$ cat config.mk
export PLATFORM = sky130hd
export DESIGN_NAME = tbp_top
export DESIGN_NICKNAME = d
export VERILOG_FILES = /design/src/rtl/tbp_pkg.sv /design/src/rtl/tbp_ctr_table.sv /design/src/rtl/tbp_datapath.sv /design/src/rtl/tbp_ctrl.sv /design/src/rtl/tbp_top.sv
export SDC_FILE = /design/constraint.sdc
export NUM_CORES = 1
export LEC_CHECK = 0
export ABC_AREA = 0
export CORE_ASPECT_RATIO = 2
export CORE_UTILIZATION = 60
export CTS_BUF_LIST = sky130_fd_sc_hd__clkbuf_8
export CTS_CLUSTER_SIZE = 25
export DETAILED_ROUTE_END_ITERATION = 10
export GPL_TIMING_DRIVEN = 0
export PLACE_DENSITY = 0.78
export SYNTH_ARGS = -nofsm -noshare
export SYNTH_HDL_FRONTEND = slang
export SYNTH_SLANG_ARGS = --single-unit
$ cat constraint.sdc
create_clock -name clk -period 3.7 [get_ports clk]
set_clock_uncertainty 0.15 [all_clocks]
set_input_delay 0.555 -clock clk [delete_from_list [all_inputs] [get_ports clk]]
set_output_delay 0.555 -clock clk [all_outputs]
set_load 0.005 [all_outputs]
$ cat src/rtl/tbp_pkg.sv
package tbp_pkg;

  typedef logic [1:0] ctr_t;

  localparam ctr_t CTR_WEAK_NT = 2'b01;

  // Update strobes from control to datapath
  typedef struct packed {
    logic localWe;
    logic localUp;
    logic corrWe;
    logic corrUp;
    logic selWe;
    logic selUp;
    logic histShift;
    logic histBit;
  } tbp_strobe_t;

  // Saturating step of a 2-bit counter
  function automatic ctr_t ctrStep(ctr_t c, logic up);
    ctr_t n;
    if (up) n = (c == 2'b11) ? c : c + 2'b01;
    else    n = (c == 2'b00) ? c : c - 2'b01;
    return n;
  endfunction

  function automatic logic ctrTaken(ctr_t c);
    return c[1];
  endfunction

endpackage

$ cat src/rtl/tbp_ctr_table.sv
module tbp_ctr_table
  import tbp_pkg::*;
#(
  parameter int IDX_W = 6
) (
  input  logic             clk,
  input  logic             rstN,
  input  logic [IDX_W-1:0] rdIdxA,
  input  logic [IDX_W-1:0] rdIdxB,
  input  logic             wrEn,
  input  logic [IDX_W-1:0] wrIdx,
  input  logic             wrUp,
  output ctr_t             rdA,
  output ctr_t             rdB
);
  localparam int DEPTH = 1 << IDX_W;

  ctr_t tbl [DEPTH];

  assign rdA = tbl[rdIdxA];
  assign rdB = tbl[rdIdxB];

  always_ff @(posedge clk) begin
    if (!rstN) begin
      for (int i = 0; i < DEPTH; i++) tbl[i] <= CTR_WEAK_NT;
    end else if (wrEn) begin
      tbl[wrIdx] <= ctrStep(tbl[wrIdx], wrUp);
    end
  end
endmodule

$ cat src/rtl/tbp_datapath.sv
module tbp_datapath
  import tbp_pkg::*;
#(
  parameter int PC_W   = 32,
  parameter int ALIGN  = 2,
  parameter int LIDX_W = 6,
  parameter int CIDX_W = 4,
  parameter int SIDX_W = 6,
  parameter int HIST_W = 2
) (
  input  logic              clk,
  input  logic              rstN,
  input  logic [PC_W-1:0]   predPc,
  input  logic [PC_W-1:0]   updPc,
  input  tbp_strobe_t       strobe,
  output ctr_t              predLocalCtr,
  output ctr_t              predCorrCtr,
  output ctr_t              predSelCtr,
  output ctr_t              updLocalCtr,
  output ctr_t              updCorrCtr,
  output logic [HIST_W-1:0] hist
);
  localparam int MAXW0  = (LIDX_W > CIDX_W) ? LIDX_W : CIDX_W;
  localparam int MAXW   = (MAXW0 > SIDX_W) ? MAXW0 : SIDX_W;
  localparam int CFLAT_W = CIDX_W + HIST_W;

  // Address bits no table looks at
  logic unusedPcBits;
  assign unusedPcBits = ^{predPc[PC_W-1:ALIGN+MAXW], predPc[ALIGN-1:0],
                          updPc[PC_W-1:ALIGN+MAXW], updPc[ALIGN-1:0]};

  logic [LIDX_W-1:0]  pLIdx, uLIdx;
  logic [SIDX_W-1:0]  pSIdx, uSIdx;
  logic [CFLAT_W-1:0] pCIdx, uCIdx;
  ctr_t               updSelUnused;

  assign pLIdx = predPc[ALIGN +: LIDX_W];
  assign uLIdx = updPc[ALIGN +: LIDX_W];
  assign pSIdx = predPc[ALIGN +: SIDX_W];
  assign uSIdx = updPc[ALIGN +: SIDX_W];
  // history picks the counter inside an address entry
  assign pCIdx = {predPc[ALIGN +: CIDX_W], hist};
  assign uCIdx = {updPc[ALIGN +: CIDX_W], hist};

  tbp_ctr_table #(.IDX_W(LIDX_W)) u_localTbl (
    .clk(clk), .rstN(rstN),
    .rdIdxA(pLIdx), .rdIdxB(uLIdx),
    .wrEn(strobe.localWe), .wrIdx(uLIdx), .wrUp(strobe.localUp),
    .rdA(predLocalCtr), .rdB(updLocalCtr)
  );

  tbp_ctr_table #(.IDX_W(CFLAT_W)) u_corrTbl (
    .clk(clk), .rstN(rstN),
    .rdIdxA(pCIdx), .rdIdxB(uCIdx),
    .wrEn(strobe.corrWe), .wrIdx(uCIdx), .wrUp(strobe.corrUp),
    .rdA(predCorrCtr), .rdB(updCorrCtr)
  );

  tbp_ctr_table #(.IDX_W(SIDX_W)) u_selTbl (
    .clk(clk), .rstN(rstN),
    .rdIdxA(pSIdx), .rdIdxB(uSIdx),
    .wrEn(strobe.selWe), .wrIdx(uSIdx), .wrUp(strobe.selUp),
    .rdA(predSelCtr), .rdB(updSelUnused)
  );

  always_ff @(posedge clk) begin
    if (!rstN) hist <= '0;
    else if (strobe.histShift) hist <= HIST_W'({hist, strobe.histBit});
  end
endmodule

$ cat src/rtl/tbp_ctrl.sv
module tbp_ctrl
  import tbp_pkg::*;
(
  input  logic        updValid,
  input  logic        updTaken,
  input  ctr_t        updLocalCtr,
  input  ctr_t        updCorrCtr,
  input  ctr_t        predLocalCtr,
  input  ctr_t        predCorrCtr,
  input  ctr_t        predSelCtr,
  output tbp_strobe_t strobe,
  output logic        predTaken,
  output logic        predLocal,
  output logic        predCorr,
  output logic        predUseCorr
);
  logic uLocalDir, uCorrDir;

  assign uLocalDir = ctrTaken(updLocalCtr);
  assign uCorrDir  = ctrTaken(updCorrCtr);

  always_comb begin
    strobe           = '0;
    strobe.localWe   = updValid;
    strobe.localUp   = updTaken;
    strobe.corrWe    = updValid;
    strobe.corrUp    = updTaken;
    // selector trains only on disagreement
    strobe.selWe     = updValid && (uLocalDir != uCorrDir);
    strobe.selUp     = (uCorrDir == updTaken);
    strobe.histShift = updValid;
    strobe.histBit   = updTaken;
  end

  assign predLocal   = ctrTaken(predLocalCtr);
  assign predCorr    = ctrTaken(predCorrCtr);
  assign predUseCorr = ctrTaken(predSelCtr);
  assign predTaken   = predUseCorr ? predCorr : predLocal;
endmodule

$ cat src/rtl/tbp_top.sv
module tbp_top
  import tbp_pkg::*;
#(
  parameter int PC_W   = 32,
  parameter int ALIGN  = 2,
  parameter int LIDX_W = 6,
  parameter int CIDX_W = 4,
  parameter int SIDX_W = 6,
  parameter int HIST_W = 2
) (
  input  logic              clk,
  input  logic              rstN,
  input  logic [PC_W-1:0]   predPc,
  output logic              predTaken,
  output logic              predLocal,
  output logic              predCorr,
  output logic              predUseCorr,
  input  logic              updValid,
  input  logic [PC_W-1:0]   updPc,
  input  logic              updTaken,
  output logic [HIST_W-1:0] histOut
);
  tbp_strobe_t strobe;
  ctr_t predLocalCtr, predCorrCtr, predSelCtr;
  ctr_t updLocalCtr, updCorrCtr;

  tbp_datapath #(
    .PC_W(PC_W), .ALIGN(ALIGN), .LIDX_W(LIDX_W),
    .CIDX_W(CIDX_W), .SIDX_W(SIDX_W), .HIST_W(HIST_W)
  ) u_dp (
    .clk(clk), .rstN(rstN), .predPc(predPc), .updPc(updPc), .strobe(strobe),
    .predLocalCtr(predLocalCtr), .predCorrCtr(predCorrCtr), .predSelCtr(predSelCtr),
    .updLocalCtr(updLocalCtr), .updCorrCtr(updCorrCtr), .hist(histOut)
  );

  tbp_ctrl u_ctrl (
    .updValid(updValid), .updTaken(updTaken),
    .updLocalCtr(updLocalCtr), .updCorrCtr(updCorrCtr),
    .predLocalCtr(predLocalCtr), .predCorrCtr(predCorrCtr), .predSelCtr(predSelCtr),
    .strobe(strobe), .predTaken(predTaken), .predLocal(predLocal),
    .predCorr(predCorr), .predUseCorr(predUseCorr)
  );
endmodule

==> impl_metrics.toml, run 1 <==
[placed_design]
dp_hpwl_um = 67200
io_buffers = 14
dpl-instance-area_sq_um = 22100
routabilityCongestion = 1.13
post-place-ws_ns = -1.96

[cts]
cts.htree.levels = 2
clockBufferDepth = 3
clockRootBuffer = "clkbuf_8"
cts.sinks = 386
hold_buffers = 0
cts_made_buffers = 53

[synthesis]
synth.yosys.seq_area_share = 0.542
synth.largest_area_cell = "edfxtp_1"
syn-num-nets = 1926
synth_area_sq_um = 21300
ys_seq_elements = 386
synth-edff-count = 384
ys_types = 79
yosys.area.top_type_share = 0.540
synth_area_leaders = "edfxtp_1 54%, mux4_2 7.8%, nand2_1 5.1%"
syn_inst = 1858
synth_warnings = 0
synth_ff_type = "edfxtp_1"
syn-mean-instance-area_sq_um = 11.5
ys_async_sr_fraction = 0

[timing]
endpoint_type = "top-level output"
worst_endpoint = "predTaken"

[outcome]
outcome = "did not finish"
stop_stage = "5_1_grt"
tool.error = "[ERROR GRT-0232] Routing congestion too high. Check the congestion heatmap in the GUI."

[grt]
grt_util_all_layers = 0.589
grt_max_degree = 15
gr-total-overflow = 3

[floorplan]
chipWidth_um = 135
io_pins = 74
initial_core_util = 0.608
die_y_um = 269
row_count = 97
-- routing by layer --
layer	overflow	global-route usage
met4	2	0.607
met3	0	0.365
met1	0	0.561
met2	1	0.831
met5	0	0.0292
-- cell families after synthesis --
group	count (synthesis)	share of synthesized area
AOI/OAI and AO/OA	363	0.108
xor gates and xnor gates	3	0.00158
adders and majority gates	4	0.00205
buffers and inverters	204	0.0547
DFF	386	0.542
muxes	164	0.123
and+or+nand+nor	734	0.168
-- through the flow --
step / util / hold slack [ns] / instances
after CTS: 0.682 / 0.329 / 2449
after detailed placement: 0.631 / 0.963 / 2323
after global placement: 0.628 / 0.965 / 2317
after floorplan: - / 0.696 / 1858
-- repair_timing --
item,CTS
resized for setup,163
endpoints found under the setup margin,596
gates cloned,1
pin swaps,9
buffers inserted,30
-- cell usage after synthesis (all sizes together) (39+ instances only) --
cell type  number
buf           103
mux4           74
mux2           39
nand2         289
o21ai         147
edfxtp        384
nor3           86
mux2i          51
clkbuf         94
nor2          146
nand3         139
a21oi          80
==> run 2: changes to the inputs <==
Settings changed: CORE_ASPECT_RATIO 2 to not set, CORE_UTILIZATION 60 to 40, CTS_BUF_LIST sky130_fd_sc_hd__clkbuf_8 to not set, CTS_CLUSTER_SIZE 25 to not set, PLACE_DENSITY 0.78 to not set, PLACE_DENSITY_LB_ADDON set to 0.15.
==> run 2 against run 1 <==
  * Area after synthesis stayed put
  * Synthesized cell count stayed put
  * The flow now finishes, with violations (negative setup slack)
==> impl_metrics.toml, run 2 <==
[outcome]
outcome = "complete, but fails checks"
violations = "negative setup slack"

[pwr]
p_per_area_nw_per_um2 = 470
power_mw = 11.7
power_frac_seq = 0.424
power.leakage_nw = 7.86
swShare = 0.309
internal-power_mw = 8.08
pwr-share-comb = 0.198
power.switching_mw = 3.61
clockPowerShare = 0.378
ir_drop_uv = 338

[synthesis]
synth-edff-count = 384
synth_area_sq_um = 21300
syn_inst = 1858
ys_async_sr_fraction = 0
synthTopCellsByCount = "384 x edfxtp_1, 289 x nand2_1, 146 x nor2_1"
syn-num-nets = 1926
syn-mean-instance-area_sq_um = 11.5
ys_seq_elements = 386
yosysMostFrequentCell = "edfxtp_1"
synth.yosys.seq_area_share = 0.542
synth_warnings = 0
ys_types = 79
synth.largest_area_cell = "edfxtp_1"
yosys.area.top_type_share = 0.540
synth_area_leaders = "edfxtp_1 54%, mux4_2 7.8%, nand2_1 5.1%"
synth_ff_type = "edfxtp_1"

[cts]
clockBufferDepth = 3
cts_made_buffers = 46
hold_buffers = 0
clk_latency_ns = 0.61
cts.sinks = 386
cts_tree = "yes"
path_clk_slew_ns = 0.06
cts.htree.levels = 2
clockRootBuffer = "clkbuf_16"

[placed_design]
routabilityCongestion = 1.05
dp_hpwl_um = 65600
dpl-instance-area_sq_um = 22500
dp.cells = 2567
io_buffers = 14

[floorplan]
die_area_sq_um = 54300
core_area_sq_um = 52700
chipWidth_um = 233
initial_core_util = 0.405
die_y_um = 233
row_count = 84
io_pins = 74

[timing]
relSlewSlack = 0.0954
setup_violations = 3
rsz0062_at_grt = "yes"
period_share = 1.10
drv_slew = 0
hold_viol = 0
period_needed_ns = 4.07
timing.hold.ws_ns = 0.548
tightest_slew_ns = 1.36
max_freq_mhz = 246
timing.final.ws_setup_ns = -0.371

[hold_path]
hp-class = "in -> reg"

[finish]
final_cell_mix = "384 x edfxtp_1, 287 x nand2_1, 140 x nor2_1, 136 x nand3_1, 125 x o21ai_0"
design_area_sq_um = 24900
area_delta_synth_final_pct = 16.7
stdcell_count = 2691
finalNetCount = 2028
reg.largest.list = "u_dp.u_corrTbl.tbl x128, u_dp.u_localTbl.tbl x128, u_dp.u_selTbl.tbl x128"
fillers = 4874
drive_gt1_frac = 0.239
layout_commonest_cell = "edfxtp_1"

[grt]
antenna_found_initial = 5
gr-total-overflow = 0
grt_max_degree = 14
grt_pass1_wl_um = 131000
grt_util_all_layers = 0.349
grt_pass1_vias = 17900

[drt]
first_pass_iters = 6
drt_iter0_markers = 3026
wirelength_um = 93500
vias_per_cell = 6.78
drtAntennaViolNets = 0
drc = 0
dr_total_vias = 18200
wl_per_cell_um = 34.7

[critical_path]
path_class = "reg -> out"
critical_path.top_delay_family = "multiplexers"
crit_required_ns = 2.99
critPathMaxStageDelay_ns = 0.60
path_common_cell = "mux4_2"
cp.arrival_ns = 3.37
critPathCaptureType = "primary output"
critPathSlowestCell = "mux4_2"
worstPathMaxFanout = 7
crit_buf_inv = 3
crit_path_cell_trace = "buf_12 -> buf_12 -> mux4_2 -> mux4_2 -> mux4_2 -> mux2_4 -> buf_6"
start_kind = "register"

[flow_run]
max_cap_viol_count = 0
run 2: cell counts after synthesis:
No cell type changed its count.
run 2: kinds of logic after synthesis:
group	Yosys count	share of synthesized area
simple gates	734	0.168
flops	386	0.542
xor+xnor	3	0.00158
compound gates	363	0.108
fa+ha+maj	4	0.00205
buf+inv	204	0.0547
mux	164	0.123
run 2: worst reg2reg max path, cell delays in order (launching register included):
cell and delay, ns:
dfxtp_2 0.36, buf_12 0.16, buf_12 0.16, mux4_2 0.57
buf_4 0.17, a32oi_2 0.15, o211ai_2 0.13, o22ai_4 0.38
xor2_1 0.17, buf_6 0.18, clkbuf_2 0.27, o21ai_0 0.42
run 2: per-stage QoR:
stage | utilization | setup TNS [ns] | setup slack (ns)
2_1_floorplan | - | 0 | 0.134
3_3_place_gp | 0.424 | -1189.89 | -2.67
3_5_place_dp | 0.427 | -983.09 | -2.22
4_1_cts | 0.469 | -1.57 | -0.357
5_1_grt | 0.473 | -0.840 | -0.393
6_report | 0.473 | -0.764 | -0.371
run 2: power groups by stage:
stage / Sequential [mW] / Combinational [mW] / Clock, mW
floorplan: 5.00 / 1.19 / 0
global placement: 5.04 / 1.99 / 0
detailed placement: 5.04 / 2.00 / 0
CTS: 4.95 / 2.17 / 4.42
global route: 4.95 / 2.33 / 4.58
finish: 4.95 / 2.31 / 4.42
run 2: per-layer routing:
layer	wire length (um)	part of all wire	global-route usage
met5	0	0	0
met4	7220	0.077	0.224
met3	12400	0.13	0.101
met2	40700	0.43	0.529
met1	33200	0.36	0.436
run 2: path summary, 6_finish.rpt:
path	from	slack, ns	endpoint	cells after the start
max	u_dp.hist[0]	-0.37	predTaken	7
min	updTaken	0.55	u_dp.hist[0]	3
max reg2reg	u_dp.hist[0]	0.08	u_dp.u_selTbl.tbl[45][0]	11
min reg2reg	u_dp.hist[1]	0.97	u_dp.u_corrTbl.tbl[10][0]	5
run 2: timing repair:
item	in CTS	in global routing
hold endpoints to repair	0	0
setup buffers	30	5
endpoints found under the setup margin	674	461
cloned	1	0
resized for setup	199	45
pin swaps	10	6
run 2: cell type report:
cell class | count | area (sq um) | area share
Sequential cell | 386 | 11600 | 0.465
Multi-Input combinational cell | 1268 | 8870 | 0.356
Clock buffer | 58 | 1230 | 0.0493
Timing Repair Buffer | 57 | 546 | 0.0219
Buffer | 194 | 1570 | 0.0632
Antenna cell | 7 | 17.5 | 0.000704
Clock inverter | 26 | 198 | 0.00794
Tap cell | 688 | 861 | 0.0346
Inverter | 7 | 30.0 | 0.00121
Power figures use the tool's default switching activity.
==> run 3: changes to the inputs <==
Settings changed: SKIP_CTS_REPAIR_TIMING set to 1.
==> run 3 against run 2 <==
  * The flow still finishes with violations (negative setup slack)
  * Worst hold slack worse by 0.0032 ns
  * Sequential power about the same
  * Sequential share of layout area decreased by 0.070 points
  * Core utilization up 0.071 points
  * Global-route usage decreased by 0.23 points
  * Via count shrank 0.60%
  * Critical path depth is 1 higher
  * Worst setup slack got worse by 0.055 ns
  * Final area up 0.15%
  * Highest routed layer is now met5
  * Clock power about the same
  * Fmax shrank 1.3%
==> impl_metrics.toml, run 3 (synthesis gave the netlist of run 2 again) <==
[outcome]
outcome = "complete, but fails checks"
violations = "negative setup slack"

[finish]
finalNetCount = 2023
drive_gt1_frac = 0.243
area_delta_synth_final_pct = 16.9
reg.largest.list = "u_dp.u_corrTbl.tbl x128, u_dp.u_localTbl.tbl x128, u_dp.u_selTbl.tbl x128"
layout_commonest_cell = "edfxtp_1"
final_util = 0.474
final_cell_mix = "384 x edfxtp_1, 287 x nand2_1, 140 x nor2_1, 135 x nand3_1, 96 x o21ai_0"
stdcell_count = 2682

[hold_path]
hp-class = "in -> reg"

[drt]
first_pass_iters = 7
wl_per_cell_um = 35.0
wirelength_um = 93800
drtAntennaViolNets = 0
drc = 0
vias_per_cell = 6.76
drt_iter0_markers = 2921
dr_total_vias = 18100

[timing]
period_share = 1.12
tightest_slew_ns = 1.41
relSlewSlack = 0.0632
hold_viol = 0
drv_slew = 0
timing.hold.ws_ns = 0.545
timing.final.ws_setup_ns = -0.426
setup_violations = 55
max_freq_mhz = 242
period_needed_ns = 4.13
fin_setup_tns_ns = -1.40
rsz0062_at_grt = "yes"

[critical_path]
worstPathMaxFanout = 8
critPathCaptureType = "primary output"
crit_buf_inv = 4
path_common_cell = "mux4_2"
cp.arrival_ns = 3.42
critical_path.top_delay_family = "multiplexers"
critPathMaxStageDelay_ns = 0.60
crit_path_cell_trace = "buf_12 -> buf_16 -> buf_12 -> mux4_2 -> mux4_2 -> mux4_2 -> mux2_4 -> clkbuf_2"
start_kind = "register"
critPathSlowestCell = "mux4_2"
crit_required_ns = 2.99
path_class = "reg -> out"

[floorplan]
die_area_sq_um = 54300
row_count = 84
die_y_um = 233
core_area_sq_um = 52700
initial_core_util = 0.405
chipWidth_um = 233
io_pins = 74

[placed_design]
dp_hpwl_um = 65600
io_buffers = 14
dp.cells = 2567
routabilityCongestion = 1.05

[cts]
cts_tree = "yes"
clk_latency_ns = 0.61
cts.sinks = 386
clockRootBuffer = "clkbuf_16"
path_clk_slew_ns = 0.06
clockBufferDepth = 3
cts_made_buffers = 46
cts.htree.levels = 2

[pwr]
power.leakage_nw = 7.89
power_mw = 11.7
p_per_area_nw_per_um2 = 471
ir_drop_uv = 343

[grt]
grt_max_degree = 14
grt_pass1_wl_um = 130000
grt_util_all_layers = 0.347
gr-total-overflow = 0
grt_pass1_vias = 17700
antenna_found_initial = 7

[flow_run]
max_cap_viol_count = 0
run 3: per-stage QoR:
| stage | setup WS, ns | instance area, sq um |
|---|---|---|
| floorplan | 0.134 | 21300 |
| global placement | -2.67 | 22300 |
| detailed placement | -2.22 | 22500 |
| CTS | -1.61 | 23900 |
| global route | -0.453 | 24900 |
| finish | -0.426 | 24900 |
run 3: power by group:
group	switching, mW	internal [mW]	leakage (nW)
logic	1.63	0.706	3.80
clock network	1.96	2.49	0.707
registers	0.0592	4.89	3.38
total	3.64	8.09	7.89
run 3: final cells by class:
cell class / count / area, sq um
Sequential cell: 386 / 11600
Clock buffer: 58 / 1230
Antenna cell: 3 / 7.51
Fill cell: 4858 / 27700
Inverter: 7 / 30.0
Multi-Input combinational cell: 1268 / 8910
Clock inverter: 26 / 198
Buffer: 195 / 1580
Tap cell: 688 / 861
Timing Repair Buffer: 51 / 549
run 3: worst reg2reg max path: stages, from the launching register on:
cell and delay, ns:
dfxtp_2 0.36, buf_12 0.15, buf_16 0.17, mux4_2 0.59, buf_4 0.17, a32oi_2 0.15
o211ai_2 0.13, o22ai_4 0.41, xor2_2 0.21, buf_6 0.18, clkbuf_2 0.41, o21ai_0 0.24
run 3: path summary, 6_finish.rpt:
kind,start,to,slack [ns],cells past startpoint
setup / recovery,u_dp.hist[0],predTaken,-0.43,8
hold / removal,updTaken,u_dp.hist[0],0.54,3
setup reg to reg,u_dp.hist[0],u_dp.u_selTbl.tbl[41][1],0.07,11
hold reg to reg,u_dp.hist[0],u_dp.u_corrTbl.tbl[44][0],1.01,4
run 3: per-layer routing:
layer,share of wire,up-vias,global-route usage
li1,-,7262,-
met1,0.36,8873,0.433
met2,0.44,1563,0.528
met3,0.13,430,0.103
met4,0.074,10,0.213
met5,0.00074,-,0.00827
